**src/rtl/resv_pkg.sv**
```systemverilog
package resv_pkg;

  typedef enum logic [0:0] {
    ST_IDLE = 1'b0,
    ST_WAIT = 1'b1
  } resvState_t;

  typedef struct packed {
    logic setResv;
    logic clearResv;
    logic captureSc;
    logic issueWrite;
    logic reportDone;
    logic reportOk;
  } ctlStrobes_t;

endpackage

```
**src/rtl/resv_datapath.sv**
```systemverilog
module resv_datapath
  import resv_pkg::*;
#(
  parameter int ADDR_W     = 32,
  parameter int DATA_W     = 32,
  parameter int LINE_BYTES = 32
) (
  input  logic              clk,
  input  logic              rstN,
  input  ctlStrobes_t       strb,
  input  logic [ADDR_W-1:0] llAddr,
  input  logic [ADDR_W-1:0] scAddr,
  input  logic [DATA_W-1:0] scData,
  input  logic              snoopValid,
  input  logic [ADDR_W-1:0] snoopAddr,
  output logic              resvValid,
  output logic [ADDR_W-1:0] resvAddr,
  output logic              snoopHit,
  output logic              scLineHit,
  output logic              wrEn,
  output logic [ADDR_W-1:0] wrAddr,
  output logic [DATA_W-1:0] wrData,
  output logic              scDone,
  output logic              scOk
);

  localparam int OFF_W = $clog2(LINE_BYTES);
  localparam logic [ADDR_W-1:0] LINE_MASK = {ADDR_W{1'b1}} << OFF_W;

  logic [ADDR_W-1:0] pendAddr;
  logic [DATA_W-1:0] pendData;

  function automatic logic sameLine(input logic [ADDR_W-1:0] a,
                                    input logic [ADDR_W-1:0] b);
    return ((a ^ b) & LINE_MASK) == '0;
  endfunction

  assign snoopHit  = snoopValid && resvValid && sameLine(snoopAddr, resvAddr);
  assign scLineHit = sameLine(scAddr, resvAddr);

  always_ff @(posedge clk or negedge rstN) begin
    if (!rstN) begin
      resvValid <= 1'b0;
      resvAddr  <= '0;
    end else if (strb.clearResv) begin
      resvValid <= 1'b0;
    end else if (strb.setResv) begin
      resvValid <= 1'b1;
      resvAddr  <= llAddr;
    end
  end

  always_ff @(posedge clk or negedge rstN) begin
    if (!rstN) begin
      pendAddr <= '0;
      pendData <= '0;
    end else if (strb.captureSc) begin
      pendAddr <= scAddr;
      pendData <= scData;
    end
  end

  always_ff @(posedge clk or negedge rstN) begin
    if (!rstN) begin
      wrEn   <= 1'b0;
      wrAddr <= '0;
      wrData <= '0;
      scDone <= 1'b0;
      scOk   <= 1'b0;
    end else begin
      wrEn   <= strb.issueWrite;
      scDone <= strb.reportDone;
      scOk   <= strb.reportOk;
      if (strb.issueWrite) begin
        wrAddr <= pendAddr;
        wrData <= pendData;
      end
    end
  end

endmodule

```
**src/rtl/resv_control.sv**
```systemverilog
module resv_control
  import resv_pkg::*;
(
  input  logic        clk,
  input  logic        rstN,
  input  logic        llValid,
  input  logic        scValid,
  input  logic        excEntry,
  input  logic        upgGrant,
  input  logic        resvValid,
  input  logic        snoopHit,
  input  logic        scLineHit,
  output logic        upgReq,
  output ctlStrobes_t strb
);

  resvState_t state, stateNext;

  always_ff @(posedge clk or negedge rstN) begin
    if (!rstN) state <= ST_IDLE;
    else       state <= stateNext;
  end

  assign upgReq = (state == ST_WAIT);

  always_comb begin
    strb      = '0;
    stateNext = state;
    unique case (state)
      ST_IDLE: begin
        if (scValid) begin
          strb.captureSc = 1'b1;
          if (resvValid && scLineHit && !snoopHit && !excEntry) begin
            stateNext = ST_WAIT;
          end else begin
            strb.reportDone = 1'b1;
            strb.clearResv  = 1'b1;
          end
        end else if (excEntry) begin
          strb.clearResv = 1'b1;
        end else if (llValid) begin
          strb.setResv = 1'b1;
        end else if (snoopHit) begin
          strb.clearResv = 1'b1;
        end
      end
      ST_WAIT: begin
        if (excEntry || snoopHit) begin
          strb.reportDone = 1'b1;
          strb.clearResv  = 1'b1;
          stateNext       = ST_IDLE;
        end else if (upgGrant) begin
          strb.issueWrite = 1'b1;
          strb.reportDone = 1'b1;
          strb.reportOk   = 1'b1;
          strb.clearResv  = 1'b1;
          stateNext       = ST_IDLE;
        end
      end
      default: stateNext = ST_IDLE;
    endcase
  end

endmodule

```
**src/rtl/resv_monitor.sv**
```systemverilog
module resv_monitor
  import resv_pkg::*;
#(
  parameter int ADDR_W     = 32,
  parameter int DATA_W     = 32,
  parameter int LINE_BYTES = 32
) (
  input  logic              clk,
  input  logic              rstN,
  input  logic              llValid,
  input  logic [ADDR_W-1:0] llAddr,
  input  logic              scValid,
  input  logic [ADDR_W-1:0] scAddr,
  input  logic [DATA_W-1:0] scData,
  input  logic              excEntry,
  input  logic              snoopValid,
  input  logic [ADDR_W-1:0] snoopAddr,
  output logic              upgReq,
  input  logic              upgGrant,
  output logic              wrEn,
  output logic [ADDR_W-1:0] wrAddr,
  output logic [DATA_W-1:0] wrData,
  output logic              scDone,
  output logic              scOk,
  output logic              busLock
);

  ctlStrobes_t       strb;
  logic              resvValid;
  logic [ADDR_W-1:0] resvAddr;
  logic              snoopHit;
  logic              scLineHit;

  assign busLock = 1'b0;

  resv_control u_ctl (
    .clk       (clk),
    .rstN      (rstN),
    .llValid   (llValid),
    .scValid   (scValid),
    .excEntry  (excEntry),
    .upgGrant  (upgGrant),
    .resvValid (resvValid),
    .snoopHit  (snoopHit),
    .scLineHit (scLineHit),
    .upgReq    (upgReq),
    .strb      (strb)
  );

  resv_datapath #(
    .ADDR_W     (ADDR_W),
    .DATA_W     (DATA_W),
    .LINE_BYTES (LINE_BYTES)
  ) u_dp (
    .clk        (clk),
    .rstN       (rstN),
    .strb       (strb),
    .llAddr     (llAddr),
    .scAddr     (scAddr),
    .scData     (scData),
    .snoopValid (snoopValid),
    .snoopAddr  (snoopAddr),
    .resvValid  (resvValid),
    .resvAddr   (resvAddr),
    .snoopHit   (snoopHit),
    .scLineHit  (scLineHit),
    .wrEn       (wrEn),
    .wrAddr     (wrAddr),
    .wrData     (wrData),
    .scDone     (scDone),
    .scOk       (scOk)
  );

endmodule

```
**config.mk**
```make
export PLATFORM = sky130hd
export DESIGN_NAME = resv_monitor
export DESIGN_NICKNAME = d
export VERILOG_FILES = /design/src/rtl/resv_pkg.sv /design/src/rtl/resv_datapath.sv /design/src/rtl/resv_control.sv /design/src/rtl/resv_monitor.sv
export SDC_FILE = /design/constraint.sdc
export NUM_CORES = 1
export LEC_CHECK = 0
export CAP_MARGIN = 25
export CORE_UTILIZATION = 45
export DETAILED_ROUTE_END_ITERATION = 12
export PLACE_DENSITY = 0.77
export SLEW_MARGIN = 20
export SYNTH_ARGS = -nofsm -noshare
export SYNTH_HDL_FRONTEND = slang
export SYNTH_SLANG_ARGS = --single-unit
```
**constraint.sdc**
```tcl
create_clock -name clk -period 2.2 [get_ports clk]
set_input_delay 0.66 -clock clk [delete_from_list [all_inputs] [get_ports clk]]
set_output_delay 0.66 -clock clk [all_outputs]
set_load 0.05 [all_outputs]
```
==> results.cfg, run 1 <==
[drt]
dr.max_layer_used = met4
drc_errors = 0
wire_per_inst_um = 19.6
via_per_inst = 5.08
dr_wl_met2_mm = 8.43
num_vias = 4375
dr.pass1.iters = 4
ant_nets = 0
wl_met1_mm = 6.97
drt_iter0_drc = 189
wl_mm = 16.9
wl_met3_mm = 1.17

[clocking]
cts_tree = yes
cts_sinks = 159
cts.clk_slew.worst_paths_ns = 0.06
cts_max_path_buffers = 2
cts_made_buffers = 17
cts_hold_buf = 0
root_buffer = clkbuf_16
htreeDepth = 4
clk_latency_ns = 0.43

[timing]
worst_slew_pin_slew_ns = 0.507
finalHoldViolCount = 0
timing.final.ws_setup_ns = -0.112
final-max-slew-violation-count = 0
fin_skew_ns = 0.00859
rsz0062_at_grt = yes
fin_crit_sh_pct = 105
timing.slew.headroom_pct = 66.4
fmax_ghz = 0.433
tns_ns = -5.47
period_needed_ns = 2.31
setup_violations = 62

[grt]
overflow = 0
grt_usage_pct = 23.4
grt_pass1_wl_mm = 27.4
grt_max_degree = 49
grt_pass1_vias = 5006
antenna_found_initial = 1

[pwr]
ir_drop_v = 0.000495
powerDensity_nw_per_um2 = 745
power_mw = 7.44
p_leak_nw = 4.72

[worst_setup_path]
crit_start = snoopAddr[21]
reg2reg_from = u_dp.resvAddr[17]
slowest_delay_ns = 0.32
cp_max_fo = 5
reg2reg_to = u_dp.wrData[8]
r2r_cells = 9
critPathKind = input port to flip-flop
reg2reg_slack_ns = -0.11
cp_cell_sequence = clkdlybuf4s15_1, xor2_1, nor4_2, buf_4, nand4_1, o21bai_4, nor2_4, buf_8, buf_12, mux2_4
crit_required_ns = 2.51
cpMaxStageDelayCell = nor4_2
worstSetupEndpoint = u_dp.wrData[8]
setup.worst_path.end_class = flip-flop
worstSetupStartpointType = input port
crit_arrival_ns = 2.62

[die]
initial_core_util_pct = 46.4
coreArea_sq_um = 14600
io_pins = 204
fp.dieArea_sq_um = 15500
chipWidth_um = 125
rows = 44
die_h_um = 125

[run_status]
violations = negative setup slack
status = finished with violations

[synthesis]
yosysWarnings = 0
synth_area_sq_um = 6770
synthDistinctLibCells = 26
synth_sequential_area_ratio_pct = 58.7
syn_nets = 559
syn_avg_cell_area_sq_um = 16.0
ys_ff_latch = 159
syn_inst = 424

[flow_run]
cap_violations = 0

[placement]
place.gp.congestion = 0.813
hpwl_mm = 11.9
place_inst = 814
io_buffers = 192
place_ws_ns = -0.780

[worst_hold_path]
hold_path_class = input port to asynchronous set/reset pin

[final_layout]
layout-drive-gt1-share_pct = 40.3
final_cells = 862
fin_nets = 801
area_delta_synth_final_pct = 47.5
==> worst max-delay path: cells and delay by family <==
| family | cells | cell delay, ns |
|---|---|---|
| AOI/OAI and AO/OA | 1 | 0.22 |
| muxes | 1 | 0.30 |
| and+or+nand+nor | 3 | 0.62 |
| xor gates and xnor gates | 1 | 0.17 |
| buffers and inverters | 4 | 0.65 |
==> cells by family (layout without fill, tap and decap cells) <==
kind of cell | after synthesis | after routing | synth area share (%)
AOI/OAI and AO/OA | 4 | 4 | 0.517
xor gates and xnor gates | 54 | 54 | 6.98
buffers and inverters | 21 | 274 | 2.64
DFF | 159 | 159 | 58.7
muxes | 155 | 155 | 28.5
other | 1 | 2 | 0.0554
and+or+nand+nor | 30 | 30 | 2.59
==> layout by cell type (no fill, tap or decap), types with 2 or more instances in the layout <==
| cell | count |
|---|---|
| xor2_1 | 52 |
| buf_6 | 5 |
| buf_12 | 8 |
| bufinv_16 | 3 |
| nor4_2 | 6 |
| dlygate4sd2_1 | 67 |
| buf_16 | 7 |
| dlymetal6s2s_1 | 2 |
| clkbuf_8 | 2 |
| xor2_2 | 2 |
| dfrtp_1 | 159 |
| nand2_1 | 3 |
| clkdlybuf4s50_1 | 97 |
| clkdlybuf4s15_1 | 6 |
| buf_4 | 47 |
| nor4_1 | 9 |
| mux2_2 | 105 |
| clkbuf_16 | 17 |
| nand4_1 | 2 |
| inv_1 | 2 |
| mux2_4 | 50 |
| inv_6 | 4 |
| clkinv_4 | 2 |
==> report_power, final <==
group          total, mW  internal, mW  switching [mW]  leakage [nW]
Combinational       1.04         0.590           0.450          2.41
Sequential          3.35          3.16           0.188          2.01
Clock               3.05          1.85            1.20         0.297
Total               7.44          5.60            1.84          4.72
==> sequential cells by signal, indices dropped and copies added (netlist names) <==
name / cells
u_dp.scOk: 1
u_dp.wrAddr: 32
u_dp.wrData: 32
u_dp.resvValid: 1
u_ctl.upgReq: 1
u_dp.pendData: 32
u_dp.resvAddr: 27
u_dp.pendAddr: 32
u_dp.scDone: 1
==> cell usage after synthesis <==
master     number  area (sq um)
xor2_1         54           473
buf_2           3          15.0
or3_1           1          6.26
o2bb2ai_1       1          8.76
nor3_1          1          5.00
inv_1           2          7.51
buf_4           2          15.0
o21bai_2        1          11.3
buf_6           1          11.3
o31ai_1         1          7.51
nor2b_1         1          6.26
mux2_2        106          1190
buf_12          5           100
nor4_1         15          93.8
dfrtp_1       159          3980
clkbuf_1        8          30.0
nor4b_1         1          8.76
nand3_1         2          10.0
or4_1           1          7.51
a21boi_0        1          7.51
nand2_1         4          15.0
conb_1          1          3.75
nand4_1         2          12.5
nor2_2          1          6.26
nor2_1          1          3.75
mux2_4         49           736
==> how the worst min path moves through the flow <==
| stage | to | slack [ns] | depth (start not counted) |
|---|---|---|---|
| 4_1_cts | u_dp.wrData[5] | 0.18 | 1 |
| 3_5_place_dp | u_dp.wrAddr[3] | 0.49 | 1 |
| 3_3_place_gp | u_dp.wrAddr[0] | 0.48 | 1 |
| 6_report | u_dp.wrData[5] | 0.17 | 1 |
| 5_1_grt | u_dp.pendData[5] | 0.20 | 1 |
| 2_1_floorplan | u_ctl.upgReq | 0.36 | 0 |
==> through the flow <==
step / hold slack, ns / util [%] / cell area [sq um]
after floorplan: 0.364 / - / 6770
final: 0.174 / 68.5 / 9990
after detailed placement: 0.488 / 62.2 / 9080
after global placement: 0.482 / 62.2 / 9080
after global routing: 0.200 / 68.5 / 9990
after CTS: 0.181 / 68.1 / 9940
==> repair_timing <==
item / 4_1_cts / 5_1_grt
pin swaps: 14 / 11
gates resized for setup: 108 / 13
endpoints found under the setup margin: 119 / 68
gates cloned: 7 / 0
setup buffers: 11 / 2
==> metal layers <==
layer	vias up	global-route usage, %
met1	2215	28.5
met5	-	0
met3	29	8.38
met2	158	38.5
li1	1973	-
met4	0	7.44
==> cell type report <==
cell class | instances | area, sq um
fillers | 991 | 4600
flip-flops and latches | 159 | 3980
multi-input cells | 244 | 2730
repair buffers | 242 | 2430
clock buffers | 19 | 453
well taps | 184 | 230
clock inverters | 11 | 155
inverters | 2 | 7.51
diodes | 1 | 2.50
Note: power is estimated with default switching activity, not from simulation.
==> inputs of run 2 (changes only) <==
--- a/config.mk
+++ b/config.mk
@@ -9,6 +9,7 @@
 export CORE_UTILIZATION = 45
 export DETAILED_ROUTE_END_ITERATION = 12
 export PLACE_DENSITY = 0.77
+export SKIP_LAST_GASP = 1
 export SLEW_MARGIN = 20
 export SYNTH_ARGS = -nofsm -noshare
 export SYNTH_HDL_FRONTEND = slang
==> run 2 against run 1 <==
Effect of this change: the flow still finishes with violations (negative setup slack); critical path type unchanged; total power about the same; design area about the same; sequential share of layout area about the same; first-iteration DRC count increased by 6.9%; sequential power about the same.
==> results.cfg, run 2 (synthesis gave the netlist of run 1 again) <==
[run_status]
status = finished with violations
violations = negative setup slack

[drt]
wire_per_inst_um = 19.6
drt_iter0_drc = 202
num_vias = 4350
ant_nets = 0
drc_errors = 0
via_per_inst = 5.05
wl_mm = 16.9
dr.pass1.iters = 4

[clocking]
clk_latency_ns = 0.43
htreeDepth = 4
cts_tree = yes
cts.clk_slew.worst_paths_ns = 0.06
cts_sinks = 159
cts_max_path_buffers = 2
root_buffer = clkbuf_16
cts_made_buffers = 17

[final_layout]
post-route-util_pct = 68.4
final_cells = 862
layout-drive-gt1-share_pct = 40.3
final_common_cell = dfrtp_1
multiInputGateArea_sq_um = 2730
final_cell_mix = 159 x dfrtp_1, 105 x mux2_2, 98 x clkdlybuf4s50_1
area_delta_synth_final_pct = 47.4
regArea_sq_um = 3980
fill_cells = 989
fin_nets = 801

[timing]
worst_slew_pin_slew_ns = 0.507
final-max-slew-violation-count = 0
fin_skew_ns = 0.00858
period_needed_ns = 2.31
timing.slew.headroom_pct = 66.4
finalHoldViolCount = 0
fin_crit_sh_pct = 105
tns_ns = -5.25
fmax_ghz = 0.433
hold_slack_ns = 0.174
rsz0062_at_grt = yes
timing.final.ws_setup_ns = -0.108
setup_violations = 63

[die]
io_pins = 204
chipWidth_um = 125
initial_core_util_pct = 46.4
coreArea_sq_um = 14600
die_h_um = 125
rows = 44
fp.dieArea_sq_um = 15500

[worst_setup_path]
crit_required_ns = 2.51
worstSetupStartpointType = input port
critical-path-top-delay-family = buffers and inverters
slowest_delay_ns = 0.32
cp_max_fo = 5
crit_buf_inv = 4
critPathKind = input port to flip-flop
setup.worst_path.end_class = flip-flop
cpMaxStageDelayCell = nor4_2
cp_cell_sequence = clkdlybuf4s15_1, xor2_1, nor4_2, buf_4, nand4_1, o21bai_4, nor2_4, buf_8, buf_12, mux2_4
crit_arrival_ns = 2.62

[pwr]
ir_drop_v = 0.000495
p_leak_nw = 4.71
powerDensity_nw_per_um2 = 745

[grt]
grt_max_degree = 49
grt_pass1_vias = 5006
overflow = 0
grt_usage_pct = 23.4
antenna_found_initial = 1
grt_pass1_wl_mm = 27.4

[placement]
io_buffers = 192
place_inst = 814
place.gp.congestion = 0.813
hpwl_mm = 11.9

[flow_run]
cap_violations = 0

[worst_hold_path]
hold_path_class = input port to asynchronous set/reset pin
## run 2: cell type report
class	count	area share [%]
sequential	159	39.8
multi-input combinational	244	27.4
timing repair buffer	242	24.3
clock buffer	19	4.54
tap	184	2.31
clock inverter	11	1.55
inverter	2	0.0752
antenna	1	0.0251
## run 2: report_power, final
part	total [mW]	internal, mW	switching (mW)
Combinational	1.04	0.590	0.451
Sequential	3.35	3.16	0.188
Clock	3.05	1.85	1.20
## run 2: per-layer routing
metal | vias to the layer above | share of wire, % | track usage (%)
li1 | 1972 | - | -
met1 | 2214 | 41 | 28.5
met2 | 143 | 50 | 38.5
met3 | 21 | 6.9 | 8.38
met4 | 0 | 1.5 | 7.44
met5 | - | 0 | 0
## run 2: what timing repair did
| item | in CTS | in global routing |
|---|---|---|
| gates cloned | 7 | 0 |
| resized for setup | 108 | 11 |
| setup buffers | 11 | 2 |
| hold buffers | 0 | 0 |
| endpoints found under the setup margin | 119 | 68 |
| pin swaps | 14 | 9 |
## run 2: per-stage QoR
| stage | instance area, sq um | total power [mW] | setup WS (ns) |
|---|---|---|---|
| finish | 9980 | 7.44 | -0.108 |
| CTS | 9940 | 7.48 | -0.0714 |
| global placement | 9080 | 4.37 | -0.731 |
| global route | 9980 | 7.76 | -0.151 |
| detailed placement | 9080 | 4.42 | -0.780 |
| floorplan | 6770 | 3.86 | 0.0375 |
## run 2: path summary, 6_finish.rpt
check,startpoint,end,slack [ns],cells past startpoint
setup reg to reg,u_dp.resvAddr[17],u_dp.wrData[8],-0.10,9
hold / removal,rstN,u_dp.wrData[5],0.17,1
setup / recovery,snoopAddr[21],u_dp.wrData[8],-0.11,10
hold reg to reg,u_dp.pendData[22],u_dp.wrData[22],0.50,1
min in group clk,u_dp.pendData[22],u_dp.wrData[22],0.50,1
max in group asynchronous,rstN,u_dp.resvAddr[27],1.39,2
